--- src/rtl/fsup_pkg.sv ---
package fsup_pkg;

    typedef struct packed {
        logic ocp;
        logic ol;
    } fsup_latch_t;

    function automatic int unsigned ns_to_ticks(int unsigned khz, int unsigned ns);
        longint unsigned t;
        t = (longint'(khz) * longint'(ns)) / 64'd1000000;
        if (t == 0) t = 1;
        return int'(t);
    endfunction

endpackage

--- src/rtl/fsup_deglitch.sv ---
module fsup_deglitch #(
    parameter int unsigned THRESH = 16
) (
    input  logic clk_i,
    input  logic rst_i,
    input  logic cond_i,
    output logic hit_o
);
    localparam int unsigned CW = $clog2(THRESH + 1);
    localparam logic [CW-1:0] LAST = CW'(THRESH - 1);

    typedef struct packed {
        logic [CW-1:0] cnt;
    } dg_state_t;

    dg_state_t st_d, st_q;

    assign hit_o = cond_i && (st_q.cnt == LAST);

    always_comb begin
        st_d = st_q;
        if (rst_i || !cond_i || hit_o) begin
            st_d.cnt = '0;
        end else begin
            st_d.cnt = st_q.cnt + 1'b1;
        end
    end

    always_ff @(posedge clk_i) begin
        st_q <= st_d;
    end

    // the streak counter never runs past its threshold
    p_cnt_bound_r2: assert property (@(posedge clk_i) disable iff (rst_i)
        st_q.cnt <= LAST);

    // a dropped condition restarts the count
    p_restart_r5: assert property (@(posedge clk_i) disable iff (rst_i)
        !cond_i |=> st_q.cnt == '0);

endmodule

--- src/rtl/fsup_channel.sv ---
module fsup_channel
    import fsup_pkg::*;
#(
    parameter int unsigned OCP_T   = 8,
    parameter int unsigned OL_T    = 16,
    parameter int unsigned RETRY_T = 64
) (
    input  logic clk_i,
    input  logic rst_i,
    input  logic cmd_i,
    input  logic en_i,
    input  logic otemp_i,
    input  logic ilim_i,
    input  logic olv_i,
    output logic drive_o,
    output logic fault_o
);
    localparam int unsigned RW = $clog2(RETRY_T + 1);
    localparam logic [RW-1:0] RETRY_LOAD = RW'(RETRY_T);
    localparam logic [RW-1:0] RETRY_LAST = RW'(1);

    typedef struct packed {
        fsup_latch_t   lat;
        logic [RW-1:0] retry;
    } ch_state_t;

    ch_state_t st_d, st_q;
    logic      retry_active;
    logic      ocp_hit, ol_hit;

    assign retry_active = (st_q.retry != '0);
    assign drive_o      = cmd_i & en_i & ~retry_active & ~otemp_i;
    assign fault_o      = st_q.lat.ocp | st_q.lat.ol;

    fsup_deglitch #(.THRESH(OCP_T)) u_ocp_dg (
        .clk_i (clk_i),
        .rst_i (rst_i),
        .cond_i(drive_o & ilim_i),
        .hit_o (ocp_hit)
    );

    fsup_deglitch #(.THRESH(OL_T)) u_ol_dg (
        .clk_i (clk_i),
        .rst_i (rst_i),
        .cond_i(~drive_o & olv_i),
        .hit_o (ol_hit)
    );

    always_comb begin
        st_d = st_q;
        if (ocp_hit) begin
            st_d.retry = RETRY_LOAD;
        end else if (retry_active) begin
            st_d.retry = st_q.retry - 1'b1;
        end

        if (ocp_hit) begin
            st_d.lat.ocp = 1'b1;
        end else if (!cmd_i || st_q.retry == RETRY_LAST) begin
            st_d.lat.ocp = 1'b0;
        end

        if (cmd_i) begin
            st_d.lat.ol = 1'b0;
        end else if (ol_hit) begin
            st_d.lat.ol = 1'b1;
        end

        if (rst_i) begin
            st_d = '0;
        end
    end

    always_ff @(posedge clk_i) begin
        st_q <= st_d;
    end

    p_off_in_retry_r3: assert property (@(posedge clk_i) disable iff (rst_i)
        retry_active |-> !drive_o);

    p_trip_starts_retry_r2: assert property (@(posedge clk_i) disable iff (rst_i)
        $rose(st_q.lat.ocp) |-> retry_active);

    p_ocp_clear_r4: assert property (@(posedge clk_i) disable iff (rst_i)
        !cmd_i |=> !st_q.lat.ocp);

    p_ol_clear_r6: assert property (@(posedge clk_i) disable iff (rst_i)
        cmd_i |=> !st_q.lat.ol);

endmodule

--- src/rtl/chan_fault_sup.sv ---
module chan_fault_sup
    import fsup_pkg::*;
#(
    parameter int unsigned NUM_CH   = 4,
    parameter int unsigned CLK_KHZ  = 100000,
    parameter int unsigned OCP_NS   = 3500,
    parameter int unsigned OL_NS    = 15000,
    parameter int unsigned RETRY_NS = 1200000
) (
    input  logic              clk_i,
    input  logic              rst_i,
    input  logic              enable_i,
    input  logic              otemp_i,
    input  logic [NUM_CH-1:0] cmd_i,
    input  logic [NUM_CH-1:0] ilim_i,
    input  logic [NUM_CH-1:0] olv_i,
    output logic [NUM_CH-1:0] drive_o,
    output logic [NUM_CH-1:0] fault_o,
    output logic              fault_n_o
);
    localparam int unsigned OCP_TICKS   = ns_to_ticks(CLK_KHZ, OCP_NS);
    localparam int unsigned OL_TICKS    = ns_to_ticks(CLK_KHZ, OL_NS);
    localparam int unsigned RETRY_TICKS = ns_to_ticks(CLK_KHZ, RETRY_NS);

    for (genvar g = 0; g < NUM_CH; g++) begin : g_ch
        fsup_channel #(
            .OCP_T  (OCP_TICKS),
            .OL_T   (OL_TICKS),
            .RETRY_T(RETRY_TICKS)
        ) u_ch (
            .clk_i  (clk_i),
            .rst_i  (rst_i),
            .cmd_i  (cmd_i[g]),
            .en_i   (enable_i),
            .otemp_i(otemp_i),
            .ilim_i (ilim_i[g]),
            .olv_i  (olv_i[g]),
            .drive_o(drive_o[g]),
            .fault_o(fault_o[g])
        );
    end

    assign fault_n_o = ~((|fault_o) | otemp_i);

    p_otemp_off_r8: assert property (@(posedge clk_i) disable iff (rst_i)
        otemp_i |-> drive_o == '0);

    p_reset_clear_r9: assert property (@(posedge clk_i) disable iff (rst_i)
        $fell(rst_i) |-> fault_o == '0);

    p_fault_line_r7: assert property (@(posedge clk_i) disable iff (rst_i)
        (fault_o != '0) |-> !fault_n_o);

endmodule

--- config.mk ---
export PLATFORM = sky130hd
export DESIGN_NAME = chan_fault_sup
export DESIGN_NICKNAME = d
export VERILOG_FILES = /design/src/rtl/fsup_pkg.sv /design/src/rtl/fsup_deglitch.sv /design/src/rtl/fsup_channel.sv /design/src/rtl/chan_fault_sup.sv
export SDC_FILE = /design/constraint.sdc
export NUM_CORES = 1
export LEC_CHECK = 0
export BUFFER_PORTS_ARGS = -buffer_cell sky130_fd_sc_hd__buf_2
export CAP_MARGIN = 25
export CORE_UTILIZATION = 55
export CTS_CLUSTER_SIZE = 40
export DETAILED_ROUTE_END_ITERATION = 7
export GPL_ROUTABILITY_DRIVEN = 1
export GPL_TIMING_DRIVEN = 0
export PLACE_DENSITY = 0.74
export SLEW_MARGIN = 25
export SYNTH_ARGS = -nofsm -noshare
export SYNTH_HDL_FRONTEND = slang
export SYNTH_SLANG_ARGS = --single-unit
--- constraint.sdc ---
create_clock -name clk_i -period 2.7 [get_ports clk_i]
set_input_delay 0 -clock clk_i [delete_from_list [all_inputs] [get_ports clk_i]]
set_output_delay 0 -clock clk_i [all_outputs]
set_load 0.02 [all_outputs]
==> results.cfg, run 1 <==
[final_layout]
fillers = 1063
nets = 930
synthToLayoutAreaGrowth_pct = 15.2
final_util_pct = 65.1
multi_input_area_um2 = 3880
seq_area_um2 = 3120
layout-drive-gt1-share_pct = 10.9
stdcell_count = 1077
antennaDiodeCount = 0

[sta]
worst_hold_slack_ps = 42.2
period_share_pct = 92.9
rsz0062_at_grt = no
fmax_mhz = 399
setup_viol_count_final = 0
hold_viol_final = 0
final.min_clock_period_ps = 2510
slew_headroom_pct = 46.2
finClkSkew_ps = 4.56
finalMaxSlewViolations = 0
worst_pin_slew_ps = 801

[worst_setup_path]
r2r-end = g_ch[1].u_ch.st_q[1]$_SDFFE_PP0P_
crit_type = reg2out
max_stage_delay_ps = 600
cpMaxStageDelayCell = or4_4
critPathCaptureType = output pin
cp_cell_sequence = or4_4 > or3_1 > nor4_1 > buf_4 > buf_2
r2r_start = g_ch[1].u_ch.st_q[0]$_SDFFE_PP0P_
reg2reg_depth = 8
crit_fanout = 7
r2r_setup_slack_ps = 260
start_kind = register
crit_start = g_ch[3].u_ch.st_q[8]$_SDFFE_PP0P_
cp_data_required_time_ps = 2700
cp.arrival_ps = 2510

[logic_synthesis]
synthTopCellsByArea = dfxtp_1 44%, nor2_1 8.1%, xor2_1 6.8%
yosys.area.top_type = dfxtp_1
avgSynthCellArea_um2 = 8.56
synth.ff_latch_count = 156
seq_area_frac_synth_pct = 43.6
yosysWarnings = 0
syn_inst = 837
synth_cell_types = 56
synth_nets = 873
synth-main-ff-cell = dfxtp_1
netlist_area_um2 = 7160
synth_edf_count = 0
async_flop_share_pct = 0
netlist.area_leader.share_pct = 43.6

[global_routing]
grt_util_met1_pct = 30.2
use_met3_pct = 5.60
grt_max_degree = 17
top_usage_layer = met2
overflow = 0
grt_pass1_vias = 5720
grt_antenna_before_repair = 0
grt_pass1_wl_um = 26100
use_met2_pct = 42.7
gr-usage-all-layers_pct = 24.6

[place]
placed_cells = 1033
dp_hpwl_um = 11000
io_buffers = 24
place_congestion = 0.851

[run]
drv_cap = 0

[pwr]
irDropWorstVdd_v = 0.000630
p_per_area_nw_per_um2 = 1100
leakage_nw = 3.08

[floorplan]
coreArea_um2 = 12700
die_h_um = 116
die_width_um = 116
pin_count = 25
rows = 41
fp.dieArea_um2 = 13500
start_util_pct = 56.5

[routing]
via_per_inst = 5.71
avgRoutedWirePerCell_um = 14.4
route.vias.total = 6151
drtAntennaViolNets = 0
wl_um = 15600
drtIter0Drc = 435
drc = 0
firstDrtPassIters = 6

[cts]
root_buffer = clkbuf_16
cts_tree = yes
cts.clk_slew.worst_paths_ps = 60
htree_levels = 4
cts_buffers = 17
insertion_delay_ps = 420
cts_sinks = 156
clk_path_buf_depth = 2

[hold_path]
hold_depth = 3
hold_path_startpoint = rst_i
hold_end = g_ch[3].u_ch.u_ol_dg.st_q[2]$_SDFF_PP0_
hold_class = in2reg

[status]
status = completed
==> placed cells by master (no fill, tap or decap), drive strengths merged, types with 3 or more instances in the layout <==
cell,count
nor2b,5
dfxtp,156
or2,8
a21oi,34
nand2b,5
nor3,29
clkinv,7
nor4,19
nand4,15
o41ai,4
o31ai,7
and2,6
buf,40
nand3,62
o211ai,6
or3,11
nor2,155
nor3b,6
clkbuf,35
o21ai,17
or4,19
xor2,56
nand2,49
dlygate4sd3,12
xnor2,43
nand3b,3
a31oi,8
and3,16
ha,20
or4b,4
a211oi,6
inv,19
==> stage by stage <==
| step | worst slack [ps] | TNS [ps] | power, W | area (um2) |
|---|---|---|---|---|
| after floorplan | 407 | 0 | 0.00583 | 7160 |
| after global placement | -133 | -1780 | 0.00642 | 7500 |
| after detailed placement | -219 | -3990 | 0.00658 | 7510 |
| after CTS | 80.6 | 0 | 0.00890 | 8200 |
| after global routing | 50.8 | 0 | 0.00966 | 8250 |
| final | 192 | 0 | 0.00905 | 8250 |
==> synth_stat cells (all sizes together) (2+ instances only) <==
master and n:
a211oi 6, a21oi 34, a311o 2, a31oi 8, and2 6, and3 16, and4 2, buf 13
clkbuf 13, dfxtp 156, ha 20, inv 19, nand2 49, nand2b 5, nand3 62, nand3b 3
nand4 15, nand4b 2, nor2 155, nor2b 5, nor3 29, nor3b 6, nor4 19, nor4b 2
o2111ai 2, o211ai 6, o21ai 17, o31ai 7, o41ai 4, or2 8, or3 11, or4 19
or4b 4, xnor2 43, xor2 56
==> cell families after synthesis <==
logic type	after synthesis	share of synthesized area, %
flops	156	43.6
compound gates	94	8.14
xor+xnor	99	12.1
simple gates	420	29.4
fa+ha+maj	20	3.49
mux	2	0.297
buf+inv	46	3.00
==> repair_timing <==
item                                    CTS  global route
gates resized for setup                   3             7
buffers inserted                          0             3
hold buffers                             12             0
pin swaps                                 0             1
endpoints found under the setup margin   31            51
hold endpoints to repair                 12             0
==> worst max-delay path by stage <==
stage                                                   end  cells past startpoint  slack [ps]
floorplan                 g_ch[1].u_ch.st_q[1]$_SDFFE_PP0P_                      8         410
global placement    g_ch[0].u_ch.u_ol_dg.st_q[9]$_SDFF_PP0_                      8        -130
detailed placement  g_ch[0].u_ch.u_ol_dg.st_q[8]$_SDFF_PP0_                      8        -220
CTS                                              drive_o[2]                      8          80
global route                                     drive_o[2]                      8          50
finish                                           drive_o[3]                      5         190
==> metal layers <==
layer,up-vias,part of all wire [%],routed length [um]
met4,0,1.5,227
met1,2921,45,7030
met2,169,49,7650
met5,-,0,0
li1,3036,-,-
met3,25,4.2,656
==> flip-flops by register name, summed over array words and instances, names as in the netlist <==
name and count:
g_ch.u_ch.st_q 76, g_ch.u_ch.u_ol_dg.st_q 44, g_ch.u_ch.u_ocp_dg.st_q 36
==> worst max-delay path, delay by kind of cell (launching register included) <==
kind	cells	cell delay [ps]
flip-flops	1	350
buffers and inverters	2	340
AND/OR/NAND/NOR	3	1410
==> power by group <==
| group | switching (W) | internal (W) |
|---|---|---|
| clock | 0.000897 | 0.00137 |
| sequential | 0.000503 | 0.00273 |
| combinational | 0.00209 | 0.00146 |
| total | 0.00349 | 0.00556 |
==> area by class of cell <==
class | instances | share of cell area (%)
Clock buffer | 23 | 6.03
Clock inverter | 7 | 0.773
Buffer | 25 | 1.65
Tap cell | 172 | 2.61
Inverter | 20 | 0.910
Timing Repair Buffer | 39 | 3.18
Sequential cell | 156 | 37.8
Multi-Input combinational cell | 635 | 47.0
(Power assumes the default switching activity.)
==> inputs of run 2 (changes only) <==
--- a/config.mk
+++ b/config.mk
@@ -7,12 +7,14 @@
 export LEC_CHECK = 0
 export BUFFER_PORTS_ARGS = -buffer_cell sky130_fd_sc_hd__buf_2
 export CAP_MARGIN = 25
-export CORE_UTILIZATION = 55
+export CELL_PAD_IN_SITES_DETAIL_PLACEMENT = 2
+export CELL_PAD_IN_SITES_GLOBAL_PLACEMENT = 2
+export CORE_UTILIZATION = 38
 export CTS_CLUSTER_SIZE = 40
 export DETAILED_ROUTE_END_ITERATION = 7
 export GPL_ROUTABILITY_DRIVEN = 1
 export GPL_TIMING_DRIVEN = 0
-export PLACE_DENSITY = 0.74
+export PLACE_DENSITY = 0.8
 export SLEW_MARGIN = 25
 export SYNTH_ARGS = -nofsm -noshare
 export SYNTH_HDL_FRONTEND = slang
==> run 2 against run 1 <==
Count of clock-buffer cells in the layout decreased by 1; final area grew 2.4%; critical path depth is the same; cell count increased by 4.9%; routed wire length is 39% higher; sequential cell count stayed put; critical path type unchanged; largest cell class unchanged.
==> results.cfg, run 2 (synthesis results as in run 1) <==
[floorplan]
die_width_um = 139
fp.dieArea_um2 = 19400
pin_count = 25
rows = 49
start_util_pct = 39.3
die_h_um = 139
coreArea_um2 = 18200

[cts]
clk_path_buf_depth = 2
cts.clk_slew.worst_paths_ps = 60
root_buffer = clkbuf_16
cts_tree = yes
htree_levels = 4
cts_sinks = 156
cts_buffers = 17
insertion_delay_ps = 430

[pwr]
leakage_nw = 3.12
p_per_area_nw_per_um2 = 1170
pwr-share-comb_pct = 38.8
clockPowerShare_pct = 27.9
irDropWorstVdd_v = 0.000690
swShare_pct = 39.2
switching_power_w = 0.00388
seqPwrFrac_pct = 33.3
p_int_w = 0.00602

[global_routing]
grt_max_degree = 17
overflow = 0
grt_pass1_vias = 6992
gr-usage-all-layers_pct = 23.7
grt_pass1_wl_um = 36500
grt_antenna_before_repair = 0

[routing]
drtAntennaViolNets = 0
firstDrtPassIters = 4
route.vias.total = 6303
via_per_inst = 5.58
drtIter0Drc = 169
drc = 0
avgRoutedWirePerCell_um = 19.2
wl_um = 21700

[sta]
finalMaxSlewViolations = 0
period_share_pct = 94.3
final.min_clock_period_ps = 2550
worst_hold_slack_ps = 76.4
fmax_mhz = 393
slew_headroom_pct = 49.2
setup_viol_count_final = 0
finClkSkew_ps = 8.17
worst_pin_slew_ps = 755
hold_viol_final = 0

[final_layout]
regMostFlops = g_ch.u_ch.st_q
antennaDiodeCount = 0
stdcell_count = 1130
nets = 927
largest_reg_flops = 76
synthToLayoutAreaGrowth_pct = 18.0
mostFrequentLayoutCell = dfxtp_1
fillers = 1995
final_cell_mix = 156 x dfxtp_1, 152 x nor2_1, 61 x nand3_1
layout-drive-gt1-share_pct = 11.2
reg.largest.list = g_ch.u_ch.st_q (76), g_ch.u_ch.u_ol_dg.st_q (44), g_ch.u_ch.u_ocp_dg.st_q (36)

[status]
status = completed

[worst_setup_path]
cp.arrival_ps = 2550
crit_type = reg2out
critPathCaptureType = output pin
crit_fanout = 7
start_kind = register
cp_data_required_time_ps = 2700

[place]
io_buffers = 24
placed_cells = 1090
dp_hpwl_um = 14800
place_congestion = 0.789

[hold_path]
hold_class = in2reg

[run]
drv_cap = 0
[run 2: area by class of cell]
| type | instances | area [um2] | area share, % |
|---|---|---|---|
| plain buffers | 25 | 136 | 1.61 |
| clock buffers | 22 | 484 | 5.73 |
| clock inverters | 7 | 185 | 2.19 |
| inverters | 20 | 75.1 | 0.888 |
| multi-input cells | 635 | 3920 | 46.4 |
| flip-flops and latches | 156 | 3120 | 37.0 |
| well taps | 229 | 287 | 3.39 |
| repair buffers | 36 | 238 | 2.81 |
[run 2: power groups by stage]
stage	clock (W)	combinational, W	sequential [W]
global placement	0	0.00336	0.00322
detailed placement	0	0.00356	0.00328
floorplan	0	0.00270	0.00313
finish	0.00276	0.00384	0.00330
global route	0.00291	0.00428	0.00336
CTS	0.00282	0.00374	0.00326
[run 2: critical path, cell delays in order, from the launching register on]
cell and delay (ps):
dfxtp_1 360, or4_4 610, or3_1 370, nor4_2 440, buf_4 180, buf_2 150
[run 2: what timing repair did]
action,4_1_cts,5_1_grt
buffers inserted,1,0
hold endpoints to repair,12,0
hold buffers,11,0
pin swaps,1,0
endpoints found under the setup margin,61,47
gates resized for setup,9,8
[run 2: path summary, 6_finish.rpt]
kind	start	end	slack [ps]	cells past startpoint
worst max register to register	g_ch[2].u_ch.st_q[12]$_SDFFE_PP0P_	g_ch[2].u_ch.st_q[5]$_SDFFE_PP0P_	180	5
worst min register to register	g_ch[3].u_ch.u_ol_dg.st_q[0]$_SDFF_PP0_	g_ch[3].u_ch.u_ol_dg.st_q[0]$_SDFF_PP0_	450	1
worst max-delay path	g_ch[3].u_ch.st_q[8]$_SDFFE_PP0P_	drive_o[3]	150	5
worst min-delay path	rst_i	g_ch[3].u_ch.st_q[15]$_SDFFE_PP0P_	80	3
[run 2: layer usage]
| layer | up-vias | track usage [%] | wire length [um] |
|---|---|---|---|
| li1 | 3037 | - | - |
| met1 | 3162 | 27.4 | 9440 |
| met2 | 68 | 43.5 | 11400 |
| met3 | 36 | 4.20 | 419 |
| met4 | 0 | 9.01 | 440 |
| met5 | - | 0 | 0 |
[run 2: through the flow]
step / worst slack, ps / util [%] / area [um2] / setup TNS, ps / total power (W)
after floorplan: 407 / - / 7160 / 0 / 0.00583
after global placement: -330 / 41.6 / 7570 / -6670 / 0.00657
after detailed placement: -410 / 41.6 / 7580 / -11320 / 0.00684
after CTS: 13.8 / 46.2 / 8410 / 0 / 0.00982
after global routing: -45.7 / 46.4 / 8450 / -189 / 0.0105
final: 154 / 46.4 / 8450 / 0 / 0.00990
